[src/rtl/spim_pkg.sv]
package spim_pkg;

  typedef enum logic [1:0] {
    SH_IDLE  = 2'd0,
    SH_SHIFT = 2'd1,
    SH_HOLD  = 2'd2
  } sh_state_e;

  localparam int ST_BUSY = 0;
  localparam int ST_TXNF = 1;
  localparam int ST_TXE  = 2;
  localparam int ST_RXNE = 3;
  localparam int ST_OVF  = 4;

  function automatic logic [7:0] pack_status(input logic busy, input logic txnf,
                                             input logic txe, input logic rxne,
                                             input logic ovf);
    logic [7:0] s;
    s          = '0;
    s[ST_BUSY] = busy;
    s[ST_TXNF] = txnf;
    s[ST_TXE]  = txe;
    s[ST_RXNE] = rxne;
    s[ST_OVF]  = ovf;
    return s;
  endfunction

endpackage

[src/rtl/spim_fifo.sv]
module spim_fifo #(
  parameter int DEPTH = 8,
  parameter int WIDTH = 8,
  localparam int PW = (DEPTH > 1) ? $clog2(DEPTH) : 1,
  localparam int CW = $clog2(DEPTH + 1)
) (
  input  logic             clk,
  input  logic             rst_n,
  input  logic             push,
  input  logic [WIDTH-1:0] push_data,
  input  logic             pop,
  output logic [WIDTH-1:0] head,
  output logic [CW-1:0]    level,
  output logic             full,
  output logic             empty
);

  logic [WIDTH-1:0] mem [DEPTH];
  logic [PW-1:0]    wptr, rptr;
  logic [CW-1:0]    cnt;
  logic             do_push, do_pop;

  function automatic logic [PW-1:0] next_ptr(input logic [PW-1:0] p);
    return (p == PW'(DEPTH - 1)) ? '0 : p + 1'b1;
  endfunction

  assign full    = (cnt == CW'(DEPTH));
  assign empty   = (cnt == '0);
  assign do_push = push & ~full;
  assign do_pop  = pop & ~empty;
  assign head    = mem[rptr];
  assign level   = cnt;

  always_ff @(posedge clk) begin
    if (!rst_n) begin
      wptr <= '0;
      rptr <= '0;
      cnt  <= '0;
    end else begin
      if (do_push) wptr <= next_ptr(wptr);
      if (do_pop)  rptr <= next_ptr(rptr);
      cnt <= cnt + CW'(do_push) - CW'(do_pop);
    end
  end

  always_ff @(posedge clk) begin
    if (do_push) mem[wptr] <= push_data;
  end

endmodule

[src/rtl/spim_shifter.sv]
module spim_shifter
  import spim_pkg::*;
#(
  parameter int DIV = 4
) (
  input  logic       clk,
  input  logic       rst_n,
  input  logic       tx_avail,
  input  logic [7:0] tx_byte,
  output logic       tx_take,
  output logic [7:0] rx_byte,
  output logic       rx_put,
  input  logic       miso,
  output logic       sclk,
  output logic       mosi,
  output logic       cs_n,
  output logic       active
);

  localparam int HALF = DIV / 2;
  localparam int CW   = (DIV > 2) ? $clog2(DIV) : 1;
  localparam logic [CW-1:0] HALF_LAST = CW'(HALF - 1);
  localparam logic [CW-1:0] HOLD_LAST = CW'(DIV - 1);

  sh_state_e     state;
  logic [CW-1:0] half_cnt;
  logic [CW-1:0] hold_cnt;
  logic [3:0]    edge_cnt;
  logic [7:0]    tx_sh;
  logic [7:0]    rx_sh;

  logic half_end, rise_evt, fall_evt, byte_end, hold_end, load;

  assign half_end = (state == SH_SHIFT) && (half_cnt == HALF_LAST);
  assign rise_evt = half_end && !edge_cnt[0];
  assign fall_evt = half_end && edge_cnt[0];
  assign byte_end = fall_evt && (edge_cnt == 4'd15);
  assign hold_end = (state == SH_HOLD) && (hold_cnt == HOLD_LAST);
  assign load     = tx_avail && (state == SH_IDLE || state == SH_HOLD || byte_end);

  assign tx_take = load;
  assign rx_put  = byte_end;
  assign rx_byte = rx_sh;
  assign sclk    = (state == SH_SHIFT) && edge_cnt[0];
  assign mosi    = (state == SH_SHIFT) && tx_sh[7];
  assign cs_n    = (state == SH_IDLE);
  assign active  = (state != SH_IDLE);

  always_ff @(posedge clk) begin
    if (!rst_n) begin
      state    <= SH_IDLE;
      half_cnt <= '0;
      hold_cnt <= '0;
      edge_cnt <= '0;
      tx_sh    <= '0;
      rx_sh    <= '0;
    end else begin
      case (state)
        SH_SHIFT: begin
          half_cnt <= half_end ? '0 : half_cnt + 1'b1;
          if (rise_evt) begin
            rx_sh    <= {rx_sh[6:0], miso};
            edge_cnt <= edge_cnt + 1'b1;
          end
          if (fall_evt) begin
            if (byte_end) begin
              state    <= SH_HOLD;
              hold_cnt <= '0;
            end else begin
              edge_cnt <= edge_cnt + 1'b1;
              tx_sh    <= {tx_sh[6:0], 1'b0};
            end
          end
        end
        SH_HOLD: begin
          if (hold_end) state <= SH_IDLE;
          else          hold_cnt <= hold_cnt + 1'b1;
        end
        default: ;
      endcase
      if (load) begin
        state    <= SH_SHIFT;
        tx_sh    <= tx_byte;
        half_cnt <= '0;
        edge_cnt <= '0;
      end
    end
  end

endmodule

[src/rtl/spim_auto_cs.sv]
module spim_auto_cs
  import spim_pkg::*;
#(
  parameter int FIFO_DEPTH = 8,
  parameter int CLK_DIV    = 4
) (
  input  logic       clk,
  input  logic       rst_n,
  input  logic       bus_sel,
  input  logic       bus_we,
  input  logic       bus_addr,
  input  logic [7:0] bus_wdata,
  output logic [7:0] bus_rdata,
  output logic       spi_sclk,
  output logic       spi_mosi,
  input  logic       spi_miso,
  output logic       spi_cs_n
);

  localparam int LW = $clog2(FIFO_DEPTH + 1);

  logic          data_wr, data_rd;
  logic          tx_full, tx_empty, rx_full, rx_empty;
  logic [7:0]    tx_head, rx_head, rx_byte;
  logic [LW-1:0] tx_level, rx_level;
  logic          tx_take, byte_done, busy;
  logic          ovf_flag, ovf_evt, rx_pop_evt;

  assign data_wr    = bus_sel & bus_we & bus_addr;
  assign data_rd    = bus_sel & ~bus_we & bus_addr;
  assign ovf_evt    = data_wr & tx_full;
  assign rx_pop_evt = data_rd & ~rx_empty;

  spim_fifo #(.DEPTH(FIFO_DEPTH), .WIDTH(8)) u_txq (
    .clk(clk), .rst_n(rst_n),
    .push(data_wr), .push_data(bus_wdata), .pop(tx_take),
    .head(tx_head), .level(tx_level), .full(tx_full), .empty(tx_empty)
  );

  spim_fifo #(.DEPTH(FIFO_DEPTH), .WIDTH(8)) u_rxq (
    .clk(clk), .rst_n(rst_n),
    .push(byte_done), .push_data(rx_byte), .pop(data_rd),
    .head(rx_head), .level(rx_level), .full(rx_full), .empty(rx_empty)
  );

  spim_shifter #(.DIV(CLK_DIV)) u_shift (
    .clk(clk), .rst_n(rst_n),
    .tx_avail(~tx_empty), .tx_byte(tx_head), .tx_take(tx_take),
    .rx_byte(rx_byte), .rx_put(byte_done),
    .miso(spi_miso), .sclk(spi_sclk), .mosi(spi_mosi),
    .cs_n(spi_cs_n), .active(busy)
  );

  always_ff @(posedge clk) begin
    if (!rst_n)       ovf_flag <= 1'b0;
    else if (ovf_evt) ovf_flag <= 1'b1;
  end

  assign bus_rdata = bus_addr ? (rx_empty ? 8'h00 : rx_head)
                              : pack_status(busy, ~tx_full, tx_empty, ~rx_empty, ovf_flag);

endmodule

[config.mk]
export PLATFORM = sky130hd
export DESIGN_NAME = spim_auto_cs
export DESIGN_NICKNAME = d
export VERILOG_FILES = /design/src/rtl/spim_pkg.sv /design/src/rtl/spim_fifo.sv /design/src/rtl/spim_shifter.sv /design/src/rtl/spim_auto_cs.sv
export SDC_FILE = /design/constraint.sdc
export NUM_CORES = 1
export LEC_CHECK = 0
export BUFFER_PORTS_ARGS = -buffer_cell sky130_fd_sc_hd__buf_2
export CORE_MARGIN = 4
export CORE_UTILIZATION = 66
export CTS_CLUSTER_SIZE = 24
export DETAILED_ROUTE_END_ITERATION = 8
export MAX_ROUTING_LAYER = met4
export PLACE_DENSITY = 0.86
export SYNTH_ARGS = -nofsm -noshare
export SYNTH_HDL_FRONTEND = slang
export SYNTH_SLANG_ARGS = --single-unit
[constraint.sdc]
create_clock -name clk -period 3.8 [get_ports clk]
set_input_delay 0.57 -clock clk [delete_from_list [all_inputs] [get_ports clk]]
set_output_delay 0.57 -clock clk [all_outputs]
set_load 0.05 [all_outputs]
==> out/summary.txt, run 1 <==
Final Hold Viols: 0
Seq/Total Area, Yosys: 66.5%
CP endpoint kind: primary output
Resized Gates After CTS: 0
Hold Path Depth: 1
Hold Crit Class: primary input to register
library cells used by synthesis: 50
Setup Total Neg Slack: 0 ns
final core utilization: 75.3%
FF-to-FF End: u_rxq.mem[2][0]$_DFFE_PP_
Tmin final: 2.96 ns
total track usage: 25.2%
worst slew pin tran: 1.10 ns
Worst VDD drop: 579 uV
Yosys top cell by area: edfxtp_1
# placed instances: 647
most common cell after layout, fill and taps aside: edfxtp_1
H-tree depth: 4
R2R Path Start: u_shift.edge_cnt[0]$_SDFFE_PP0N_
IO Pins: 25
clock transition at the registers of the reported paths: 0.06 ns
worst skew pair latency: 0.54 ns
Rows: 38
initial antenna violation count: 0
worst path arrival time: 2.39 ns
WL final: 14.5 mm
skew final: 0.00779 ns
post-route clock period utilization: 77.8%
CTS tree: yes
core area: 10900 um2
Final Instance Count excl. Fillers: 679
max_cap viols: 0
RSZ-0062 raised after global routing: no
Synth Flop Type: edfxtp_1
part of the power in the clock network: 31.3%
Pwr Total: 0.00497 W
max-slew headroom at the worst pin: 26.1%
gr ovfl total: 0
Max Root-Sink Buffers: 2
WL per Instance: 21.3 um
Synth Area per Inst: 15.1 um2
Sw Ratio: 29.1%
starting density of the core: 67.8%
vias in the first global route: 4302
DPL Wire Length: 9.44 mm
yosys warns: 0
Final GP Congestion: 0.813
Combinational Power Share: 21.5%
Yosys top cell area share: 52.1%
cells after synthesis: 490
WHS Endpoint: u_txq.mem[6][0]$_DFFE_PP_
first-pass GRT wire length: 23.4 mm
Port Buffer Count: 24
share of cells above drive strength 1: 18.6%
Post-Syn Area: 7380 um2
drt initial violations: 493
outcome: complete, no violations
clock root cell: clkbuf_8
final setup violating endpoints: 0
Die Y: 114 um
syn_nets: 531
via total after detailed routing: 4255
commonest cells after routing, fill and taps aside: edfxtp_1 (128), dfxtp_1 (53), nand2_1 (45), mux4_2 (32), inv_1 (26)
DRC viols: 0
CP Launch Type: register
fmax: 338 MHz
Die Footprint: 12900 um2
pin count of the biggest net entering global routing: 29
CP Max Fanout: 16
Synth async-reset ratio: 0%
EDFF count, synth: 128
# diodes: 0
CTS Sinks: 181
sequential share of power: 47.2%
via/cell ratio: 6.27
CTS buffer count: 17
Synth area leaders: edfxtp_1 (52%), dfxtp_1 (14%), mux4_2 (9.8%), ha_1 (4.2%), mux2i_1 (2.6%)
Synth-to-Final Area Change: 11.0%
WP data required: 3.23 ns
DRT antenna net count: 0
Slew Viols, Final: 0
Die W: 114 um
r2r setup slk: 0.96 ns
worst-case reg-to-reg path depth: 5
hold buffers post-CTS: 0
Hold Crit Start: bus_wdata[0]
post-layout net count: 567
P_sw: 0.00145 W
post-CTS setup buffer count: 0
Internal: 0.00352 W
WS Path Type: register to primary output
1st-pass router iterations: 5
Pwr per Cell Area: 606 nW/um2
static leakage: 2.83 nW
Yosys reg bits: 181
==> registers in the layout, summed over array words and instances, names as in the netlist, named ones only <==
register,flops
u_rxq.rptr,3
u_shift.rx_byte,8
u_shift.hold_cnt,2
u_shift.half_cnt,2
u_txq.rptr,3
u_shift.state,2
ovf_flag,1
u_txq.mem,64
u_txq.wptr,3
u_rxq.level,4
u_rxq.wptr,3
u_shift.tx_sh,8
u_rxq.mem,64
u_shift.edge_cnt,4
u_txq.level,4
==> per-layer routing <==
layer	vias to the layer above	share of wire (%)	GRT usage (%)	wire, um
met5	-	0	-	0
met4	0	1.4	6.33	208
met3	16	6.7	7.32	972
met2	168	52	39.8	7500
met1	2145	40	32.7	5770
li1	1926	-	-	-
==> worst max path at each step <==
stage                                          start                        end  slack (ns)  depth (start not counted)
floorplan                                   register               bus_rdata[3]        1.24                          4
global placement           u_rxq.level[2]$_SDFF_PN0_  u_rxq.level[2]$_SDFF_PN0_        1.21                         12
detailed placement  u_shift.edge_cnt[0]$_SDFFE_PP0N_  u_rxq.mem[2][2]$_DFFE_PP_        0.98                          5
CTS                                         register               bus_rdata[4]        0.84                          4
global route                                register               bus_rdata[4]        0.75                          4
finish                                      register               bus_rdata[4]        0.84                          4
==> cells in the mapped netlist, drive strengths merged (2+ instances only) <==
master / instances
a21o: 2
a21oi: 24
and2: 7
and4: 2
buf: 10
clkbuf: 7
dfxtp: 53
edfxtp: 128
fa: 2
ha: 25
inv: 27
mux2i: 19
mux4: 32
nand2: 45
nand2b: 6
nand3: 8
nand3b: 2
nand4: 3
nand4b: 3
nor2: 24
nor3: 13
nor3b: 2
nor4: 2
o21a: 3
o21ai: 7
o221ai: 6
o22ai: 5
or3: 3
or3b: 2
xnor2: 4
==> stage by stage <==
step / hold WS, ns / setup slack, ns / cell area (um2)
2_1_floorplan: 0.429 / 1.24 / 7380
3_3_place_gp: 0.443 / 1.21 / 7680
3_5_place_dp: 0.459 / 0.976 / 7680
4_1_cts: 0.273 / 0.841 / 8190
5_1_grt: 0.281 / 0.751 / 8190
6_report: 0.294 / 0.843 / 8190
==> power by group through the flow <==
stage | registers, W | clock network, W | logic [W]
CTS | 0.00235 | 0.00158 | 0.00107
finish | 0.00235 | 0.00156 | 0.00107
detailed placement | 0.00239 | 0 | 0.00105
global placement | 0.00238 | 0 | 0.00100
floorplan | 0.00231 | 0 | 0.000882
global route | 0.00237 | 0.00168 | 0.00117
==> critical path: stages, from the launching register on <==
cell     delay, ns
dfxtp_1       0.87
mux4_2        0.43
mux2i_1       0.19
o22ai_1       0.11
buf_2         0.24
==> cells by family after synthesis <==
| group | Yosys count | share of synthesized area, % |
|---|---|---|
| AOI/OAI and AO/OA | 55 | 4.75 |
| muxes | 52 | 12.5 |
| DFF | 181 | 66.5 |
| and+or+nand+nor | 126 | 8.48 |
| xor gates and xnor gates | 5 | 0.593 |
| adders and majority gates | 27 | 4.78 |
| buffers and inverters | 44 | 2.44 |
==> layout make-up <==
class | instances | area (um2)
flip-flops and latches | 181 | 4900
fillers | 643 | 2690
multi-input cells | 265 | 2300
clock buffers | 23 | 437
repair buffers | 34 | 195
well taps | 140 | 175
inverters | 27 | 101
clock inverters | 9 | 81.3
Power figures use the tool's default switching activity.
==> inputs of run 2 (changes only) <==
ABC_AREA = 1   (was unset)
CORE_UTILIZATION = 62   (was 66)
PLACE_DENSITY = 0.82   (was 0.86)
clock period = 3 ns   (was 3.8 ns; I/O delays follow)
==> run 2 against run 1 <==
Effect of this change:
- critical endpoint is now bus_rdata[0]
- sequential power increased by 27%
- register-to-register slack got worse by 0.55 ns
- synthesized cell count increased by 65%
- clock power increased by 47%
- largest power group unchanged
- wire length increased by 9.0%
==> out/summary.txt, run 2 <==
CP Launch Type: register
Critical Path Slowest Stage Cell: dfxtp_1
DP Area: 8190 um2
skew final: 0.0210 ns
worst slew pin tran: 0.909 ns
RSZ-0062 raised after global routing: no
pin count of the biggest net entering global routing: 33
WS Path Type: register to primary output
top-count cell post-synth: nand2_1
Synth area leaders: edfxtp_1 (49%), dfxtp_1 (14%), nand2_1 (7.8%), inv_1 (5.7%), nor2_1 (4.6%)
gr ovfl total: 0
worst path buffer plus inverter count: 2
CP delay by family, top: compound AO/OA/AOI/OAI gates
post-layout net count: 881
max_cap viols: 0
WP data required: 2.55 ns
1st-pass router iterations: 5
Synth Flop Type: edfxtp_1
CTS Sinks: 181
worst skew pair latency: 0.44 ns
post-route clock period utilization: 91.2%
commonest cells after routing, fill and taps aside: nand2_1 (163), edfxtp_1 (128), inv_1 (120), nor2_1 (96), nand3_1 (66)
Hold Path Depth: 3
Die Footprint: 14500 um2
Final Hold Viols: 0
Slew Viols, Final: 0
Synth Area per Inst: 9.71 um2
biggest regs: u_rxq.mem: 64 flops, u_txq.mem: 64 flops
fmax: 366 MHz
starting density of the core: 64.3%
DRC viols: 0
via/cell ratio: 5.40
r2r setup slk: 0.41 ns
Synth-to-Final Area Change: 12.2%
most frequent CP cell: o21ai_0
post-CTS setup buffer count: 0
final core utilization: 72.1%
Final GP Congestion: 0.822
Hold Crit Class: primary input to register
core area: 12200 um2
Pwr per Cell Area: 805 nW/um2
yosys warns: 0
Die Y: 120 um
Pwr Total: 0.00709 W
Synth async-reset ratio: 0%
Max Root-Sink Buffers: 2
EDFF count, synth: 128
via total after detailed routing: 5506
vias in the first global route: 5365
initial antenna violation count: 0
top cells by count, synth: nand2_1 (163), edfxtp_1 (128), inv_1 (120)
simple-gate share of the synthesized area: 18.3%
H-tree depth: 4
first-pass GRT wire length: 25.7 mm
Die W: 120 um
CP Max Fanout: 14
CTS tree: yes
# diodes: 0
final setup violating endpoints: 0
share of cells above drive strength 1: 9.17%
worst hold slack: 0.302 ns
static leakage: 3.63 nW
IO Pins: 25
clock transition at the registers of the reported paths: 0.06 ns
Yosys top cell area share: 49.0%
library cells used by synthesis: 36
mux cell area share after synthesis: 0%
WL per Instance: 15.5 um
hold buffers post-CTS: 0
outcome: complete, no violations
Yosys top cell by area: edfxtp_1
DPL Wire Length: 10.4 mm
Post-Syn Area: 7850 um2
CTS buffer count: 17
worst-case reg-to-reg path depth: 12
Rows: 40
Adder-Cell Fraction of Synth Area: 4.50%
Port Buffer Count: 24
Finished Cell Area: 8800 um2
most common cell after layout, fill and taps aside: nand2_1
Yosys reg bits: 181
Seq/Total Area, Yosys: 62.5%
CP cell instances: buf_4 -> o21ai_0 -> o21ai_0 -> o211ai_1 -> o21ai_0 -> buf_2
Worst path depth: 6
Tmin final: 2.73 ns
total track usage: 23.6%
DRT antenna net count: 0
syn_nets: 849
Worst VDD drop: 547 uV
drt initial violations: 504
worst path arrival time: 2.28 ns
Resized Gates After CTS: 0
Max stage delay on crit path: 0.56 ns
Synth Area in XOR/XNOR: 0.335%
WL final: 15.8 mm
Setup Total Neg Slack: 0 ns
Compound-Gate Fraction of Synth Area: 6.98%
largest family of logic cells by synthesized area: simple AND/OR/NAND/NOR gates
cells after synthesis: 808
max-slew headroom at the worst pin: 39.4%
clock root cell: clkbuf_16
CP endpoint kind: primary output
==> run 2: final cells by class <==
cell class | instances | area, um2
Sequential cell | 181 | 4900
Inverter | 122 | 458
Multi-Input combinational cell | 476 | 2360
Tap cell | 168 | 210
Timing Repair Buffer | 42 | 255
Clock buffer | 21 | 460
Fill cell | 851 | 3410
Clock inverter | 9 | 153
==> run 2: final timing paths <==
kind	startpoint	end
setup reg to reg	u_rxq.level[2]$_SDFF_PN0_	u_rxq.level[2]$_SDFF_PN0_
setup / recovery	register	bus_rdata[0]
hold reg to reg	ovf_flag$_SDFFE_PN0P_	ovf_flag$_SDFFE_PN0P_
hold / removal	spi_miso	u_shift.rx_byte[0]$_SDFFE_PN0P_
==> run 2: tightest hold or removal path, cell delays in order <==
cell	delay, ns
buf_2	0.08
o21ai_0	0.08
nor2_1	0.09
==> run 2: metrics by stage <==
step / setup WS (ns) / std cells
2_1_floorplan: 0.595 / 808
3_3_place_gp: 0.609 / 989
3_5_place_dp: 0.469 / 989
4_1_cts: 0.229 / 1019
5_1_grt: 0.104 / 1019
6_report: 0.265 / 1019
==> run 2: cells by family after synthesis <==
group           Yosys count
simple gates            347
flops                   181
buf+inv                 151
xor+xnor                  3
fa+ha+maj                27
compound gates           99
==> run 2: per-layer routing <==
metal | share of wire (%) | track usage [%] | vias up | routed length, um
met3 | 5.5 | 4.96 | 28 | 863
met5 | 0 | - | - | 0
met2 | 52 | 39.9 | 186 | 8230
met4 | 1.6 | 8.71 | 0 | 253
li1 | - | - | 2707 | -
met1 | 41 | 28.2 | 2585 | 6410
==> run 2: report_power, final <==
part           internal, W  switching [W]  leakage [nW]
Sequential         0.00285       0.000128          1.52
Clock              0.00142       0.000878         0.293
Combinational     0.000556        0.00125          1.81
==> inputs of run 3 (changes only) <==
CORE_UTILIZATION = 64   (was 62)
CTS_BUF_LIST = sky130_fd_sc_hd__clkbuf_8   (was unset)
PLACE_DENSITY = 0.84   (was 0.82)
==> run 3 against run 2 <==
Effect of this change:
- register-to-register slack got worse by 0.03 ns
- critical path depth unchanged
- worst setup slack improved by 0.00079 ns
- maximum frequency about the same
- wire length increased by 4.5%
- sequential power about the same
- critical path type unchanged
- largest cell class unchanged
==> out/summary.txt, run 3 (same netlist as run 2, synthesis figures left out) <==
share of cells above drive strength 1: 10.0%
total track usage: 24.8%
clock transition at the registers of the reported paths: 0.09 ns
1st-pass router iterations: 5
worst path arrival time: 2.28 ns
Port Buffer Count: 24
Critical Path Slowest Stage Cell: dfxtp_1
starting density of the core: 65.3%
Tmin final: 2.73 ns
CP cell instances: buf_4 -> inv_1 -> nor2_1 -> o21ai_0 -> a31oi_1 -> buf_2
static leakage: 3.55 nW
post-CTS setup buffer count: 0
WL per Instance: 16.4 um
WL final: 16.5 mm
Place WS: 0.439 ns
worst-case reg-to-reg path depth: 12
Max Root-Sink Buffers: 2
worst skew pair latency: 0.45 ns
WS Path Type: register to primary output
worst slew pin tran: 0.698 ns
gr ovfl total: 0
R2R Path Start: u_rxq.level[2]$_SDFF_PN0_
filler instances: 828
max_cap viols: 0
CP endpoint kind: primary output
Die W: 119 um
top sig layer: met4
hold buffers post-CTS: 0
Die Footprint: 14100 um2
CTS Sinks: 181
final setup violating endpoints: 0
Die Y: 119 um
core area: 12000 um2
most common cell after layout, fill and taps aside: nand2_1
# diodes: 0
H-tree depth: 4
initial antenna violation count: 0
CP Launch Type: register
Resized Gates After CTS: 0
skew final: 0.00641 ns
outcome: complete, no violations
IO Pins: 25
CTS buffer count: 17
max-slew headroom at the worst pin: 53.3%
Worst VDD drop: 495 uV
Final Hold Viols: 0
Slew Viols, Final: 0
via total after detailed routing: 5612
clock root cell: clkbuf_8
WP data required: 2.55 ns
Rows: 40
DPL Wire Length: 10.9 mm
FF-to-FF End: u_rxq.level[2]$_SDFF_PN0_
DRC viols: 0
commonest cells after routing, fill and taps aside: nand2_1 (163), edfxtp_1 (128), inv_1 (120), nor2_1 (96), nand3_1 (66)
first-pass GRT wire length: 26.4 mm
RSZ-0062 raised after global routing: no
Synth-to-Final Area Change: 9.50%
Final GP Congestion: 0.832
Worst Setup EP: bus_rdata[7]
Setup Total Neg Slack: 0 ns
worst hold slack: 0.281 ns
vias in the first global route: 5451
Hold Crit Class: primary input to register
pin count of the biggest net entering global routing: 33
Max stage delay on crit path: 0.63 ns
via/cell ratio: 5.59
Met2 Routed Length: 8.67 mm
Pwr per Cell Area: 750 nW/um2
final worst-path setup slack: 0.266 ns
post-route clock period utilization: 91.1%
DRT antenna net count: 0
met1 wire length: 6.42 mm
r2r setup slk: 0.38 ns
CTS tree: yes
drt initial violations: 528
post-layout net count: 885
CP Max Fanout: 15
met3 wire len: 1.01 mm
biggest regs: u_rxq.mem: 64 flops, u_txq.mem: 64 flops
fmax: 366 MHz
[run 3: cell count changes in the layout (fill, tap and decap cells not counted)]
cell and change:
clkbuf_16 -17, clkbuf_8 +15, buf_4 +4, clkinv_2 +4, clkbuf_1 -2, bufinv_16 -1
clkinv_4 +1, clkinvlp_2 +1, clkinvlp_4 +1
[run 3: layout make-up]
type | count | area [um2] | area share [%]
clock buffer | 17 | 234 | 2.72
clock inverter | 15 | 164 | 1.91
inverter | 122 | 458 | 5.33
multi-input combinational | 476 | 2360 | 27.5
sequential | 181 | 4900 | 57.1
tap | 147 | 184 | 2.14
timing repair buffer | 46 | 285 | 3.32
[run 3: where the power goes]
| part | switching, W | internal, W |
|---|---|---|
| clock | 0.000829 | 0.000811 |
| sequential | 0.000134 | 0.00285 |
| combinational | 0.00126 | 0.000559 |
[run 3: metrics by stage]
stage | std cells | total power (W) | utilization [%] | instance area [um2]
2_1_floorplan | 808 | 0.00437 | - | 7850
3_3_place_gp | 972 | 0.00473 | 68.2 | 8190
3_5_place_dp | 972 | 0.00483 | 68.2 | 8190
4_1_cts | 1004 | 0.00645 | 71.5 | 8590
5_1_grt | 1004 | 0.00681 | 71.5 | 8590
6_report | 1004 | 0.00644 | 71.5 | 8590
[run 3: worst min path at each step]
stage | start | endpoint | slack [ns] | depth (start not counted)
final | bus_wdata[6] | u_txq.mem[5][6]$_DFFE_PP_ | 0.28 | 1
after global routing | bus_wdata[6] | u_txq.mem[6][6]$_DFFE_PP_ | 0.26 | 1
after CTS | bus_wdata[6] | u_txq.mem[5][6]$_DFFE_PP_ | 0.25 | 1
after detailed placement | u_shift.half_cnt[1]$_SDFFE_PP0N_ | u_shift.half_cnt[1]$_SDFFE_PP0N_ | 0.46 | 2
after global placement | u_shift.hold_cnt[1]$_SDFFE_PN0P_ | u_shift.hold_cnt[1]$_SDFFE_PN0P_ | 0.45 | 2
after floorplan | ovf_flag$_SDFFE_PN0P_ | ovf_flag$_SDFFE_PN0P_ | 0.43 | 2
[run 3: metal layers]
layer	up-vias	GRT usage, %
li1	2719	-
met1	2672	28.2
met2	191	42.7
met3	30	5.74
met4	0	9.49
met5	-	-
[run 3: critical path, delay by kind of cell, from the launching register on]
kind                   cells  cell delay [ns]
flip-flops                 1             0.63
AO/OA/AOI/OAI              2             0.31
AND/OR/NAND/NOR            1             0.16
buffers and inverters      3             0.73
